<file path="src/rtl/i2c_rx_pkg.sv">
package i2c_rx_pkg;

   localparam int BYTE_W  = 8;
   localparam int STAT_W  = 3;
   localparam int BITCNT_W = $clog2(BYTE_W);

   typedef enum logic [STAT_W-1:0] {
      RX_ST_NONE  = 3'd0,
      RX_ST_OWN_W = 3'd1,
      RX_ST_GCALL = 3'd2,
      RX_ST_DATA  = 3'd3,
      RX_ST_STOP  = 3'd4
   } rx_status_e;

   typedef enum logic [2:0] {
      PH_IDLE,
      PH_ADDR,
      PH_ACK_WAIT,
      PH_ACK_HOLD,
      PH_DATA,
      PH_IGNORE
   } rx_phase_e;

endpackage

</file>
<file path="src/rtl/i2c_rx_sync.sv">
module i2c_rx_sync #(
   parameter int STAGES = 2
) (
   input  logic clk,
   input  logic rst_n,
   input  logic d_i,
   output logic q_o,
   output logic q_d_o
);

   logic [STAGES-1:0] chain_q;
   logic              last_q;

   always_ff @(posedge clk or negedge rst_n) begin
      if (!rst_n) begin
         chain_q <= '1;
         last_q  <= 1'b1;
      end else begin
         chain_q <= {chain_q[STAGES-2:0], d_i};
         last_q  <= chain_q[STAGES-1];
      end
   end

   assign q_o   = chain_q[STAGES-1];
   assign q_d_o = last_q;

endmodule

</file>
<file path="src/rtl/i2c_rx_events.sv">
module i2c_rx_events (
   input  logic scl_s_i,
   input  logic scl_d_i,
   input  logic sda_s_i,
   input  logic sda_d_i,
   output logic start_o,
   output logic stop_o,
   output logic rise_o,
   output logic fall_o
);

   logic scl_held_high;

   assign scl_held_high = scl_s_i & scl_d_i;
   assign start_o = scl_held_high & sda_d_i & ~sda_s_i;
   assign stop_o  = scl_held_high & ~sda_d_i & sda_s_i;
   assign rise_o  = scl_s_i & ~scl_d_i;
   assign fall_o  = ~scl_s_i & scl_d_i;

endmodule

</file>
<file path="src/rtl/i2c_rx_addr_match.sv">
module i2c_rx_addr_match
   import i2c_rx_pkg::*;
#(
   parameter bit GCALL_SUPPORT = 1'b1
) (
   input  logic [BYTE_W-1:0] byte_i,
   input  logic [BYTE_W-1:0] own_i,
   output logic              own_hit_o,
   output logic              gc_hit_o
);

   logic write_dir;
   logic addr_zero;

   assign write_dir = ~byte_i[0];
   assign addr_zero = (byte_i[BYTE_W-1:1] == '0);
   assign own_hit_o = write_dir && !addr_zero && (byte_i[BYTE_W-1:1] == own_i[BYTE_W-1:1]);

   if (GCALL_SUPPORT) begin : g_gcall
      assign gc_hit_o = write_dir && addr_zero && own_i[0];
   end else begin : g_no_gcall
      assign gc_hit_o = 1'b0;
   end

endmodule

</file>
<file path="src/rtl/i2c_rx_ctrl.sv">
module i2c_rx_ctrl
   import i2c_rx_pkg::*;
(
   input  logic              clk,
   input  logic              rst_n,
   input  logic              start_i,
   input  logic              stop_i,
   input  logic              rise_i,
   input  logic              fall_i,
   input  logic              sda_i,
   input  logic              own_hit_i,
   input  logic              gc_hit_i,
   input  logic              flag_clr_i,
   output logic [BYTE_W-1:0] byte_o,
   output logic              drive_o,
   output logic              flag_o,
   output logic [STAT_W-1:0] status_o,
   output logic [BYTE_W-1:0] data_o
);

   localparam logic [BITCNT_W-1:0] LAST_BIT = BITCNT_W'(BYTE_W - 1);

   rx_phase_e         phase_q;
   rx_status_e        status_q, pend_q;
   logic [BITCNT_W-1:0] cnt_q;
   logic [BYTE_W-1:0] shreg_q, data_q;
   logic              drive_q, flag_q, sel_q;

   assign byte_o = {shreg_q[BYTE_W-2:0], sda_i};

   always_ff @(posedge clk or negedge rst_n) begin
      if (!rst_n) begin
         phase_q  <= PH_IDLE;
         status_q <= RX_ST_NONE;
         pend_q   <= RX_ST_NONE;
         cnt_q    <= '0;
         shreg_q  <= '0;
         data_q   <= '0;
         drive_q  <= 1'b0;
         flag_q   <= 1'b0;
         sel_q    <= 1'b0;
      end else begin
         if (flag_clr_i) flag_q <= 1'b0;
         if (start_i) begin
            phase_q <= PH_ADDR;
            cnt_q   <= '0;
            drive_q <= 1'b0;
            sel_q   <= 1'b0;
         end else if (stop_i) begin
            phase_q <= PH_IDLE;
            drive_q <= 1'b0;
            sel_q   <= 1'b0;
            if (sel_q) begin
               flag_q   <= 1'b1;
               status_q <= RX_ST_STOP;
            end
         end else begin
            unique case (phase_q)
               PH_ADDR, PH_DATA: begin
                  if (rise_i) begin
                     shreg_q <= byte_o;
                     if (cnt_q == LAST_BIT) begin
                        cnt_q <= '0;
                        if (phase_q == PH_DATA) begin
                           data_q  <= byte_o;
                           pend_q  <= RX_ST_DATA;
                           phase_q <= PH_ACK_WAIT;
                        end else if (own_hit_i) begin
                           pend_q  <= RX_ST_OWN_W;
                           phase_q <= PH_ACK_WAIT;
                        end else if (gc_hit_i) begin
                           pend_q  <= RX_ST_GCALL;
                           phase_q <= PH_ACK_WAIT;
                        end else begin
                           phase_q <= PH_IGNORE;
                        end
                     end else begin
                        cnt_q <= cnt_q + 1'b1;
                     end
                  end
               end
               PH_ACK_WAIT: begin
                  if (fall_i) begin
                     drive_q <= 1'b1;
                     phase_q <= PH_ACK_HOLD;
                  end
               end
               PH_ACK_HOLD: begin
                  if (fall_i) begin
                     drive_q  <= 1'b0;
                     phase_q  <= PH_DATA;
                     cnt_q    <= '0;
                     sel_q    <= 1'b1;
                     flag_q   <= 1'b1;
                     status_q <= pend_q;
                  end
               end
               PH_IDLE, PH_IGNORE: ;
               default: phase_q <= PH_IDLE;
            endcase
         end
      end
   end

   assign drive_o  = drive_q;
   assign flag_o   = flag_q;
   assign status_o = status_q;
   assign data_o   = data_q;

   AST_START_RESTARTS: assert property (@(posedge clk) disable iff (!rst_n)
      start_i |=> (phase_q == PH_ADDR) && (cnt_q == '0)) else $error("restart");

   AST_STOP_RELEASES: assert property (@(posedge clk) disable iff (!rst_n)
      stop_i |=> (phase_q == PH_IDLE) && !drive_q) else $error("stop");

   AST_PULL_ON_SCL_FALL: assert property (@(posedge clk) disable iff (!rst_n)
      !$stable(drive_q) |-> $past(fall_i || start_i || stop_i)) else $error("pull edge");

   AST_NO_PULL_IGNORED: assert property (@(posedge clk) disable iff (!rst_n)
      (phase_q == PH_IGNORE) |-> !drive_q) else $error("pull ignored");

   AST_FLAG_STICKY: assert property (@(posedge clk) disable iff (!rst_n)
      (flag_q && !flag_clr_i) |=> flag_q) else $error("flag");

endmodule

</file>
<file path="src/rtl/i2c_slave_rx.sv">
module i2c_slave_rx
   import i2c_rx_pkg::*;
#(
   parameter int SYNC_STAGES   = 2,
   parameter bit GCALL_SUPPORT = 1'b1
) (
   input  logic              clk,
   input  logic              rst_n,
   input  logic              scl_i,
   input  logic              sda_i,
   input  logic [BYTE_W-1:0] own_addr_i,
   input  logic              flag_clr_i,
   output logic              sda_pull_o,
   output logic              flag_o,
   output logic [STAT_W-1:0] status_o,
   output logic [BYTE_W-1:0] data_o
);

   localparam int LINES   = 2;
   localparam int IDX_SCL = 1;
   localparam int IDX_SDA = 0;

   if (SYNC_STAGES < 2) begin : g_bad_sync
      $error("SYNC_STAGES must be at least 2");
   end

   logic [LINES-1:0]  raw, line_s, line_d;
   logic              ev_start, ev_stop, ev_rise, ev_fall;
   logic              own_hit, gc_hit;
   logic [BYTE_W-1:0] cand_byte;

   assign raw[IDX_SCL] = scl_i;
   assign raw[IDX_SDA] = sda_i;

   for (genvar g = 0; g < LINES; g++) begin : g_line
      i2c_rx_sync #(.STAGES(SYNC_STAGES)) u_sync (
         .clk   (clk),
         .rst_n (rst_n),
         .d_i   (raw[g]),
         .q_o   (line_s[g]),
         .q_d_o (line_d[g])
      );
   end

   i2c_rx_events u_events (
      .scl_s_i (line_s[IDX_SCL]),
      .scl_d_i (line_d[IDX_SCL]),
      .sda_s_i (line_s[IDX_SDA]),
      .sda_d_i (line_d[IDX_SDA]),
      .start_o (ev_start),
      .stop_o  (ev_stop),
      .rise_o  (ev_rise),
      .fall_o  (ev_fall)
   );

   i2c_rx_addr_match #(.GCALL_SUPPORT(GCALL_SUPPORT)) u_match (
      .byte_i    (cand_byte),
      .own_i     (own_addr_i),
      .own_hit_o (own_hit),
      .gc_hit_o  (gc_hit)
   );

   i2c_rx_ctrl u_ctrl (
      .clk        (clk),
      .rst_n      (rst_n),
      .start_i    (ev_start),
      .stop_i     (ev_stop),
      .rise_i     (ev_rise),
      .fall_i     (ev_fall),
      .sda_i      (line_s[IDX_SDA]),
      .own_hit_i  (own_hit),
      .gc_hit_i   (gc_hit),
      .flag_clr_i (flag_clr_i),
      .byte_o     (cand_byte),
      .drive_o    (sda_pull_o),
      .flag_o     (flag_o),
      .status_o   (status_o),
      .data_o     (data_o)
   );

endmodule

</file>
<file path="config.mk">
export PLATFORM = sky130hd
export DESIGN_NAME = i2c_slave_rx
export DESIGN_NICKNAME = d
export VERILOG_FILES = /design/src/rtl/i2c_rx_pkg.sv /design/src/rtl/i2c_rx_sync.sv /design/src/rtl/i2c_rx_events.sv /design/src/rtl/i2c_rx_addr_match.sv /design/src/rtl/i2c_rx_ctrl.sv /design/src/rtl/i2c_slave_rx.sv
export SDC_FILE = /design/constraint.sdc
export NUM_CORES = 1
export LEC_CHECK = 0
export BUFFER_PORTS_ARGS = -buffer_cell sky130_fd_sc_hd__buf_2
export CAP_MARGIN = 5
export CORE_ASPECT_RATIO = 0.7
export CORE_MARGIN = 2
export CORE_UTILIZATION = 35
export CTS_BUF_LIST = sky130_fd_sc_hd__clkbuf_16
export DETAILED_ROUTE_END_ITERATION = 8
export PLACE_DENSITY = 0.65
export SLEW_MARGIN = 5
export SYNTH_ARGS = -nofsm -noshare
export SYNTH_HDL_FRONTEND = slang
export SYNTH_SLANG_ARGS = --single-unit
</file>
<file path="constraint.sdc">
create_clock -name clk -period 1.8 [get_ports clk]
set_clock_uncertainty 0.15 [all_clocks]
set_input_delay 0.09 -clock clk [delete_from_list [all_inputs] [get_ports clk]]
set_output_delay 0.09 -clock clk [all_outputs]
set_load 0.01 [all_outputs]
</file>
[Word-level counts from Yosys, hierarchy flattened]
Cells that the tools add are included.
Operators by class
  add/sub/neg operators: 1
  equality and inequality tests: 16
  mux-type cells: 37
  bitwise logic cells: 13
  reductions and logical operators: 24
Operators by type and width (number)
  two-way mux 3 bit: 21
  two-way mux 1 bit: 13
  inequality test 4 bit, second input constant: 3
  case mux 3 bit (4 select lines): 1
  AND reduction 4 bit: 3
  AND reduction 6 bit: 2
  nonzero test 3 bit: 4
  equality test 3 bit, second input constant: 3
  inequality test 3 bit, second input constant: 3
  bitwise AND 1 bit: 7
  equality test 7 bit: 1
  logical NOT 7 bit: 1
  equality test 3 x 2 -> 1 bit, second input constant: 2
  NOT 1 bit: 6
  case mux 3 bit (2 select lines): 1
  AND reduction 5 bit: 1
  logical AND 1 bit: 4
  inequality test 4 x 3 -> 1 bit, second input constant: 1
  nonzero test 2 bit: 2
  nonzero test 4 bit: 1
  OR reduction 2 bit: 2
  adder 3 x 1 -> 3 bit, second input constant: 1
  equality test 3 x 1 -> 1 bit, second input constant: 1
  logical NOT 3 bit: 1
  other kinds (6): 6
Word-level totals
  register bits: 36
  input port bits: 13
  output and inout bits: 13
  logic and storage cells: 104

[Logic depth before layout (Yosys ltp)]
Gate-level depths: netlist (run 1).
  word-level depth: 11
  gate-level depth with buffers: 8

[Cells and area by module]
A second synthesis (run 1) with hierarchy kept.
Second synthesis, totals
  cells, all modules: 142
  area total of the unflattened synthesis: 1700.4 µm²
By module, submodules not included
  i2c_rx_ctrl: times used 1, cells an instance 118, area each 1402.6 µm², seq. area each 725.7 µm²
  i2c_rx_sync: times used 2, cells an instance 3, area each 78.8 µm², seq. area each 78.8 µm²
  i2c_rx_addr_match: times used 1, cells an instance 14, area each 107.6 µm², seq. area each 0.0 µm²
  i2c_rx_events: times used 1, cells an instance 4, area each 32.5 µm², seq. area each 0.0 µm²

[Worst setup path before layout (run 1)]
Ideal clock, no wire load.
  kind: register to register
  from: reg u_ctrl.cnt_q[0]
  to: reg u_ctrl.data_q[0] (netlist: u_ctrl.data_o[0])
  library setup time: 0.125 ns
  arrival time: 1.601 ns
  required time: 1.525 ns
  slack: -0.076 ns
  stages on the path, launching flop included: 7
  period minus slack after synthesis: 1.876 ns
  cell sequence: dfrtp_1 -> ha_1 -> ha_1 -> and3b_1 -> buf_2 -> nand2_1 -> mux2_2
Between the ends
  word-level cells in the longest chain between the ends: 2
RTL lines
  start, declared: RTL line i2c_rx_ctrl.sv:25  | logic [BITCNT_W-1:0] cnt_q;
  start signal, assigned: RTL line i2c_rx_ctrl.sv:78  | cnt_q <= cnt_q + 1'b1;
  equality test 3 bit: RTL line i2c_rx_ctrl.sv:62  | if (cnt_q == LAST_BIT) begin
  AND reduction 6 bit (no line)
  end signal, assigned: RTL line i2c_rx_ctrl.sv:65  | data_q <= byte_o;
  end, declared: RTL line i2c_rx_ctrl.sv:26  | logic [BYTE_W-1:0] shreg_q, data_q;
No other way between the ends.
A chain may end at the register's enable or synchronous reset.

[Worst setup path in the final report (run 1)]
  from: reg u_ctrl.cnt_q[1]
  to: reg u_ctrl.phase_q[1]
Between the ends
  word-level cells in the longest chain between the ends: 3
RTL lines
  equality test 3 bit: RTL line i2c_rx_ctrl.sv:62
  inequality test 4 x 3 -> 1 bit (no line)
  AND reduction 5 bit (no line)
  end signal, assigned: RTL line i2c_rx_ctrl.sv:67  | phase_q <= PH_ACK_WAIT;
  end signal, assigned: RTL line i2c_rx_ctrl.sv:70  | phase_q <= PH_ACK_WAIT;
  end signal, assigned: RTL line i2c_rx_ctrl.sv:73  | phase_q <= PH_ACK_WAIT;
  end, declared: RTL line i2c_rx_ctrl.sv:23  | rx_phase_e phase_q;
No other way between the ends.

==> results of run 1 <==
final cells by class:
type | count | area, µm² | share of cell area, %
clock buffers | 5 | 125 | 5.46
clock inverters | 3 | 67.6 | 2.95
inverters | 6 | 22.5 | 0.984
multi-input cells | 93 | 783 | 34.2
flip-flops and latches | 35 | 885 | 38.6
well taps | 55 | 68.8 | 3.01
repair buffers | 51 | 338 | 14.8
cell families (layout without fill, tap and decap cells):
logic type | Yosys count | after routing | synth area share [%]
simple gates | 39 | 39 | 13.9
fa+ha+maj | 2 | 2 | 1.54
xor+xnor | 8 | 8 | 4.31
buf+inv | 12 | 65 | 3.31
mux | 17 | 17 | 11.6
compound gates | 27 | 27 | 11.0
flops | 35 | 35 | 54.3
stage by stage:
step           cell area (µm²)  cells  setup slack, ns
6_report                  2290    248           0.0173
5_1_grt                   2290    248          -0.0252
4_1_cts                   2210    246          0.00284
3_5_place_dp              1930    232          -0.0530
3_3_place_gp              1930    232          0.00280
2_1_floorplan             1630    140          0.00181
sequential cells by signal, indices dropped and copies added, names as in the netlist, 2 cells and up:
name / cells
u_ctrl.phase_q: 3
g_line.u_sync.chain_q: 4
u_ctrl.shreg_q: 7
u_ctrl.cnt_q: 3
u_ctrl.data_o: 8
g_line.u_sync.q_d_o: 2
u_ctrl.pend_q: 2
u_ctrl.status_o: 3
report_power, final:
group / internal (mW) / leakage (nW) / switching [mW]
combinational: 0.117 / 0.583 / 0.116
clock: 0.793 / 0.0900 / 0.342
sequential: 0.830 / 0.452 / 0.0403
total: 1.74 / 1.12 / 0.498
cells in the final DEF, fill, tap and decap left out, types with 5 or more instances in the layout:
| cell | netlist | final |
|---|---|---|
| dfstp_2 | 6 | 6 |
| nor2_1 | 10 | 10 |
| inv_1 | 6 | 5 |
| a21oi_1 | 9 | 7 |
| dfrtp_1 | 29 | 28 |
| buf_2 | 4 | 25 |
| mux2_2 | 15 | 12 |
| xor2_1 | 8 | 7 |
| clkbuf_16 | 0 | 5 |
| nand2_1 | 8 | 7 |
| buf_4 | 1 | 20 |
what timing repair did:
action | in CTS | in global routing
endpoints found under the setup margin | 14 | 23
buffers inserted | 2 | 2
hold buffers | 4 | 0
hold endpoints to repair | 32 | 0
pin swaps | 3 | 5
gates resized for setup | 8 | 19
worst max-delay path by stage:
stage / to / from / slack [ns]
6_report: u_ctrl.phase_q[1] / u_ctrl.cnt_q[1] / 0.02
3_5_place_dp: u_ctrl.data_o[3] / u_ctrl.cnt_q[0] / -0.05
2_1_floorplan: u_ctrl.cnt_q[2] / g_line[1].u_sync.q_d_o / 0.002
4_1_cts: u_ctrl.shreg_q[6] / g_line[1].u_sync.chain_q[1] / 0.003
3_3_place_gp: u_ctrl.shreg_q[2] / g_line[1].u_sync.chain_q[1] / 0.003
5_1_grt: u_ctrl.phase_q[1] / u_ctrl.cnt_q[1] / -0.03
worst min-delay path, delay by kind of cell:
family          cells  cell delay, ns
buf+inv             1            0.10
compound gates      1            0.13
simple gates        1            0.21
metal layers:
layer  vias to the layer above  routed length, µm
met5                         -                  0
met4                         0                105
met3                        11                204
met2                        51               1850
met1                       616               1760
li1                        600                  -
==> metrics.md, run 1 <==
| Metric | Value |
|---|---|
| Outcome | `finished, final reports clean` |
| Initial antenna violation count | `0` |
| Core area | `4400 µm²` |
| Hold_ws | `0.121 ns` |
| Worst Tran Pin Value | `0.760 ns` |
| Final HPWL DP | `2.65 mm` |
| Buffers on Ports | `25` |
| Top_reg_cell synth | `dfrtp_1` |
| CP required | `1.80 ns` |
| Synth Cell Area | `1630 µm²` |
| Met2 Usage GRT | `26.7%` |
| Total chip power | `2.24 mW` |
| Min-Delay Endpoint | `u_ctrl.phase_q[1]` |
| Share of cells above drive strength 1 | `48.7%` |
| Slew Limit Fails | `0` |
| GRT busiest layer | `met2` |
| Yosys warns | `0` |
| Tot GR Track Use | `16.3%` |
| Largest area contributor in the netlist | `dfrtp_1` |
| Met1 Resource Use GR | `19.8%` |
| Crit end category | `flip-flop` |
| # fillers | `375` |
| Die Y | `61.0 µm` |
| N_diodes | `0` |
| Highest clock rate | `0.561 GHz` |
| Final Core Density | `52.0%` |
| Cells after Synth | `140` |
| WHS Path Cells | `3` |
| First-pass GRT wire length | `6.23 mm` |
| Remaining global-route overflow | `0` |
| IO Pins | `26` |
| Most common cell in the netlist | `dfrtp_1` |
| Final min period | `1.78 ns` |
| RSZ-0062 raised after global routing | `true` |
| CTS tree | `built` |
| Number of enable flip-flop cells after synthesis | `0` |
| WP buf/inv | `1` |
| Final setup viols | `0` |
| Crit path kind | `flip-flop to flip-flop` |
| Largest net degree at the start of global routing | `36` |
| DR WL/cell | `15.8 µm` |
| Post-Route WL | `3.93 mm` |
| Pleak | `1.12 nW` |
| Post-synthesis async set-or-reset flop share | `100%` |
| Max-capacitance violation count | `0` |
| Rel. slew slack | `49.3%` |
| TritonCTS Buffers | `5` |
| Vias in the first global route | `1317` |
| Via count | `1278` |
| Slowest-stage cell, CP | `dfrtp_1` |
| Final setup TNS | `0 ns` |
| Distinct cell type count after synthesis | `37` |
| Crit start category | `flip-flop` |
| Initial Utilization | `36.9%` |
| CP Cell Sequence | `ha_2 > ha_4 > and3b_2 > buf_6 > a21oi_4 > o211a_1 > a311oi_2` |
| Max VDD drop | `0.709 mV` |
| Reg2reg setup slack | `0.02 ns` |
| Clk_lat worst skew | `0.28 ns` |
| Post-synthesis net count | `155` |
| Instance count on the critical path | `7` |
| P per Cell Area | `977 nW/µm²` |
| Mean post-synth cell area | `11.6 µm²` |
| Top cells by count, synth | `dfrtp_1 (29), mux2_2 (15), nor2_1 (10), a21oi_1 (9)` |
| Root Driver | `clkbuf_16` |
| Worst reg2reg path depth | `7` |
| Routed Antenna Nets | `0` |
| Final Hold Viols | `0` |
| Number of H-tree levels | `2` |
| Met3 GRT Util | `4.56%` |
| CP peak stage delay | `0.39 ns` |
| Yosys top cell area share | `44.6%` |
| P&R area growth vs syn | `40.9%` |
| Register area share after synthesis | `54.3%` |
| Rows | `20` |
| Final GP Congestion | `0.904` |
| DIE WIDTH | `85.5 µm` |
| 1st-iter DRT viols | `74` |
| Clk sinks | `35` |
| Crit Path Max Fanout | `3` |
| Worst r2r src | `u_ctrl.cnt_q[1]` |
| HP Start | `own_addr_i[0]` |
| Final Cycle Share | `99.0%` |
| Reg-to-reg endpoint | `u_ctrl.phase_q[1]` |
| Crit path max-delay family | `flip-flops` |
| Clk slew on worst S/H paths | `0.06 ns` |
| DRC Markers | `0` |
| Synth top area cells | `dfrtp_1 (45%), mux2_2 (10%), dfstp_2 (9.7%)` |
| Flops & latches, synth | `35` |
| Clock Tree Buf Depth | `2` |
| Drt via density | `5.15` |
| Worst path arrival time | `1.78 ns` |
| Layout Nets | `207` |
| Total die area | `5210 µm²` |
| Hold Path Class | `input pin to flip-flop` |
| DRT Pass-1 Iters | `4` |
No activity file was read; power rests on OpenSTA's default activity.
==> run 2, diff against run 1 <==
--- a/config.mk
+++ b/config.mk
@@ -6,13 +6,13 @@
 export NUM_CORES = 1
 export LEC_CHECK = 0
 export BUFFER_PORTS_ARGS = -buffer_cell sky130_fd_sc_hd__buf_2
-export CAP_MARGIN = 5
+export CAP_MARGIN = 20
 export CORE_ASPECT_RATIO = 0.7
 export CORE_MARGIN = 2
 export CORE_UTILIZATION = 35
 export CTS_BUF_LIST = sky130_fd_sc_hd__clkbuf_16
 export DETAILED_ROUTE_END_ITERATION = 8
-export PLACE_DENSITY = 0.65
+export PLACE_DENSITY = 0.63
 export SLEW_MARGIN = 5
 export SYNTH_ARGS = -nofsm -noshare
 export SYNTH_HDL_FRONTEND = slang
==> constraint.sdc (replaced) <==
create_clock -name clk -period 2.2 [get_ports clk]
set_clock_uncertainty 0.15 [all_clocks]
set_input_delay 0.11 -clock clk [delete_from_list [all_inputs] [get_ports clk]]
set_output_delay 0.11 -clock clk [all_outputs]
set_load 0.01 [all_outputs]
==> metrics.md, run 2 (synthesis results as in run 1) <==
| Metric | Value |
|---|---|
| Outcome | `finished, final reports clean` |
| Post-Route WL | `3.35 mm` |
| Reg-to-reg endpoint | `u_ctrl.phase_q[1]` |
| First-pass GRT wire length | `5.57 mm` |
| Crit path from | `u_ctrl.cnt_q[0]` |
| Worst r2r src | `u_ctrl.cnt_q[0]` |
| Final GP Congestion | `0.886` |
| Worst path arrival time | `2.03 ns` |
| WHS Path Cells | `3` |
| Fin area | `2000 µm²` |
| Most common cell after layout, fill and taps aside | `dfrtp_1` |
| Max reg flops | `8` |
| Final setup viols | `0` |
| P per Cell Area | `820 nW/µm²` |
| DR WL/cell | `14.8 µm` |
| Layout Cells excl Fill | `227` |
| Number of H-tree levels | `2` |
| P&R area growth vs syn | `23.3%` |
| CP required | `2.22 ns` |
| Max VDD drop | `0.479 mV` |
| Rows | `20` |
| 1st-iter DRT viols | `92` |
| Layout Nets | `186` |
| Root Driver | `clkbuf_16` |
| Worst setup margin | `0.188 ns` |
| Largest net degree at the start of global routing | `36` |
| Post-CTS Setup Bufs | `0` |
| Min-Delay Endpoint | `u_ctrl.phase_q[1]` |
| Crit Path Max Fanout | `5` |
| Final Cycle Share | `91.4%` |
| Buffers on Ports | `25` |
| Core area | `4400 µm²` |
| Routed Antenna Nets | `0` |
| Slew Limit Fails | `0` |
| DRT Pass-1 Iters | `4` |
| CTS tree | `built` |
| Cts hold-fix bufs | `4` |
| N_diodes | `0` |
| Crit path kind | `flip-flop to flip-flop` |
| Crit end category | `flip-flop` |
| Die Y | `61.0 µm` |
| # fillers | `396` |
| DP Worst Slack | `0.224 ns` |
| DRC Markers | `0` |
| Hold Path Class | `input pin to flip-flop` |
| DIE WIDTH | `85.5 µm` |
| Worst Tran Pin Value | `0.772 ns` |
| Crit start category | `flip-flop` |
| Hold_ws | `0.121 ns` |
| Area taken by flip-flops and latches | `883 µm²` |
| Total die area | `5210 µm²` |
| Reg2reg setup slack | `0.19 ns` |
| Clock Tree Buf Depth | `2` |
| Final Hold Viols | `0` |
| Remaining global-route overflow | `0` |
| Clk sinks | `35` |
| Worst reg2reg path depth | `7` |
| Vias in the first global route | `1133` |
| Max-capacitance violation count | `0` |
| Footprint of the multi-input gates | `688 µm²` |
| Initial Utilization | `36.9%` |
| Pleak | `0.977 nW` |
| Post-cts sizing count | `0` |
| IO Pins | `26` |
| TritonCTS Buffers | `5` |
| Share of cells above drive strength 1 | `33.1%` |
| Initial antenna violation count | `0` |
| Rel. slew slack | `48.5%` |
| Total chip power | `1.64 mW` |
| RSZ-0062 raised after global routing | `false` |
| Placement Cell Area | `1800 µm²` |
| Final Core Density | `45.5%` |
| HP Start | `own_addr_i[0]` |
| Final setup TNS | `0 ns` |
| Tot GR Track Use | `14.4%` |
| Clk_lat worst skew | `0.28 ns` |
| Drt via density | `5.06` |
| Highest clock rate | `0.497 GHz` |
| Most frequent cells in the layout | `dfrtp_1 (29), buf_2 (25), mux2_2 (15), nor2_1 (10), a21oi_1 (9)` |
| Clk slew on worst S/H paths | `0.05 ns` |
| Via count | `1149` |
| Placed insts | `215` |
| Final min period | `2.01 ns` |
| Final HPWL DP | `2.37 mm` |
run 2: critical path, stage by stage, from the launching register on:
cell      delay, ns
dfrtp_1        0.37
ha_1           0.16
ha_1           0.15
and3b_1        0.25
nand3_1        0.18
nand2b_1       0.23
o211a_1        0.12
a311oi_1       0.29
run 2: worst max-delay path by stage:
| stage | end | slack [ns] | cells after the start |
|---|---|---|---|
| after detailed placement | u_ctrl.data_o[5] | 0.22 | 5 |
| after CTS | u_ctrl.cnt_q[0] | 0.22 | 5 |
| after global routing | u_ctrl.phase_q[1] | 0.07 | 7 |
| final | u_ctrl.phase_q[1] | 0.19 | 7 |
| after global placement | u_ctrl.data_o[7] | 0.27 | 5 |
| after floorplan | u_ctrl.data_o[0] | 0.32 | 6 |
run 2: final cells by class:
cell class / instances / area share [%]
tap: 55 / 3.43
timing repair buffer: 30 / 8.61
sequential: 35 / 44.1
inverter: 6 / 1.12
clock inverter: 3 / 2.18
clock buffer: 5 / 6.24
multi-input combinational: 93 / 34.3
run 2: metal layers:
metal	share of wire [%]	global-route usage (%)	up-vias
li1	-	-	562
met1	50	19.2	553
met2	44	22.4	31
met3	4.2	4.96	3
met4	1.1	5.22	0
met5	0	0	-
run 2: power breakdown:
| group | total (mW) | switching [mW] | internal, mW |
|---|---|---|---|
| registers | 0.722 | 0.0420 | 0.680 |
| clock network | 0.793 | 0.260 | 0.533 |
| logic | 0.129 | 0.0697 | 0.0595 |
| total | 1.64 | 0.372 | 1.27 |
==> run 3, diff against run 2 <==
--- a/config.mk
+++ b/config.mk
@@ -13,7 +13,7 @@
 export CTS_BUF_LIST = sky130_fd_sc_hd__clkbuf_16
 export DETAILED_ROUTE_END_ITERATION = 8
 export PLACE_DENSITY = 0.63
-export SLEW_MARGIN = 5
+export RECOVER_POWER = 50
 export SYNTH_ARGS = -nofsm -noshare
 export SYNTH_HDL_FRONTEND = slang
 export SYNTH_SLANG_ARGS = --single-unit
==> metrics.md, run 3 (synthesis results as in run 1) <==
| Metric | Value |
|---|---|
| Clk sinks | `35` |
| Final setup viols | `0` |
| WP buf/inv | `0` |
| Remaining global-route overflow | `0` |
| Slowest-stage cell, CP | `dfrtp_1` |
| IO Pins | `26` |
| Worst path arrival time | `2.03 ns` |
| Hold Path Class | `input pin to flip-flop` |
| Final HPWL DP | `2.37 mm` |
| Total die area | `5210 µm²` |
| Number of H-tree levels | `2` |
| Crit Path Max Fanout | `5` |
| TritonCTS Buffers | `5` |
| Vias in the first global route | `1133` |
| 1st-iter DRT viols | `71` |
| Core area | `4400 µm²` |
| DIE WIDTH | `85.5 µm` |
| Met1 Routed Length | `1.69 mm` |
| CP peak stage delay | `0.37 ns` |
| Footprint of the multi-input gates | `688 µm²` |
| Most common cell after layout, fill and taps aside | `dfrtp_1` |
| RSZ-0062 raised after global routing | `false` |
| Clock Tree Buf Depth | `2` |
| Initial Utilization | `36.9%` |
| Crit path kind | `flip-flop to flip-flop` |
| First-pass GRT wire length | `5.57 mm` |
| Max VDD drop | `0.479 mV` |
| Root Driver | `clkbuf_16` |
| Pleak | `0.919 nW` |
| Total chip power | `1.64 mW` |
| Tot GR Track Use | `14.4%` |
| Crit start category | `flip-flop` |
| N_diodes | `0` |
| Drt via density | `5.06` |
| Slew Limit Fails | `0` |
| DRT Pass-1 Iters | `4` |
| Max Used Layer | `met4` |
| CTS tree | `built` |
| Buffers on Ports | `25` |
| Final Cycle Share | `91.4%` |
| Max reg flops | `8` |
| Outcome | `finished, final reports clean` |
| Final setup TNS | `0 ns` |
| Layout Nets | `186` |
| CP required | `2.22 ns` |
| DR WL/cell | `14.8 µm` |
| Most frequent cells in the layout | `dfrtp_1 (29), mux2_2 (15), clkbuf_1 (13), buf_2 (11), nor2_1 (10)` |
| Final min period | `2.01 ns` |
| CP Cell Sequence | `ha_1 > ha_1 > and3b_1 > nand3_1 > nand2b_1 > o211a_1 > a311oi_1` |
| Clk_lat worst skew | `0.28 ns` |
| Highest clock rate | `0.497 GHz` |
| Largest net degree at the start of global routing | `36` |
| Met3 routed wirelength | `135 µm` |
| Final Hold Viols | `0` |
| Rel. slew slack | `42.7%` |
| Post-Route WL | `3.36 mm` |
| WL met2 | `1.49 mm` |
| P per Cell Area | `827 nW/µm²` |
| Routed Antenna Nets | `0` |
| DRC Markers | `0` |
| Crit end category | `flip-flop` |
| CP most frequent cell | `ha_1` |
| Rows | `20` |
| Max-capacitance violation count | `0` |
| Share of cells above drive strength 1 | `25.0%` |
| P&R area growth vs syn | `22.3%` |
| Area taken by flip-flops and latches | `883 µm²` |
| Initial antenna violation count | `0` |
| Final GP Congestion | `0.886` |
| # fillers | `400` |
| Clk slew on worst S/H paths | `0.05 ns` |
| Post-cts sizing count | `0` |
| Worst Tran Pin Value | `0.859 ns` |
| Crit path max-delay family | `simple AND/OR/NAND/NOR gates` |
| Die Y | `61.0 µm` |
| Via count | `1148` |
run 3: cell types whose count changed in the layout (fill, tap and decap cells not counted):
cell / delta
dfstp_2: -1
clkbuf_2: +1
dfstp_1: +1
buf_2: -14
clkbuf_1: +13
run 3: area by class of cell:
cell class                 count  share of cell area [%]
clock buffer                   5                    6.29
clock inverter                 3                    2.20
inverter                       6                    1.13
multi-input combinational     93                    34.6
sequential                    35                    44.4
tap                           55                    3.46
timing repair buffer          30                    7.87
run 3: metrics by stage:
step	setup WS [ns]	instance area, µm²	hold slack, ns	utilization (%)	cells
floorplan	0.324	1630	-0.336	-	140
global placement	0.273	1800	0.0584	40.8	215
detailed placement	0.224	1800	0.0662	40.8	215
CTS	0.218	2000	0.112	45.5	227
global route	0.0651	1990	0.134	45.1	227
finish	0.188	1990	0.122	45.1	227
run 3: worst register-to-register path: stages (launching register included):
cell	delay [ns]
dfrtp_1	0.37
ha_1	0.16
ha_1	0.15
and3b_1	0.25
nand3_1	0.18
nand2b_1	0.23
o211a_1	0.12
a311oi_1	0.29
run 3: routing by layer:
metal,up-vias,track usage [%]
met5,-,0
met4,0,5.22
met3,3,4.96
met2,31,22.4
met1,552,19.2
li1,562,-
run 3: repair_timing:
item | 4_1_cts | 5_1_grt
endpoints found under the hold margin | 32 | 0
setup buffers | 0 | 0
hold buffers | 4 | 0
run 3: worst paths after layout:
path / from / to / slack (ns) / depth (start not counted)
max: u_ctrl.cnt_q[0] / u_ctrl.phase_q[1] / 0.19 / 7
min: own_addr_i[0] / u_ctrl.phase_q[1] / 0.12 / 3
max reg2reg: u_ctrl.cnt_q[0] / u_ctrl.phase_q[1] / 0.19 / 7
min reg2reg: g_line[1].u_sync.chain_q[0] / g_line[1].u_sync.chain_q[1] / 0.21 / 0
max in group asynchronous: rst_n / u_ctrl.drive_o / 1.03 / 2
min in group asynchronous: rst_n / u_ctrl.data_o[4] / 0.33 / 2
run 3: power breakdown:
part | internal, mW | total [mW] | switching [mW]
registers | 0.679 | 0.722 | 0.0425
logic | 0.0594 | 0.129 | 0.0697
clock network | 0.533 | 0.793 | 0.260
total | 1.27 | 1.64 | 0.372
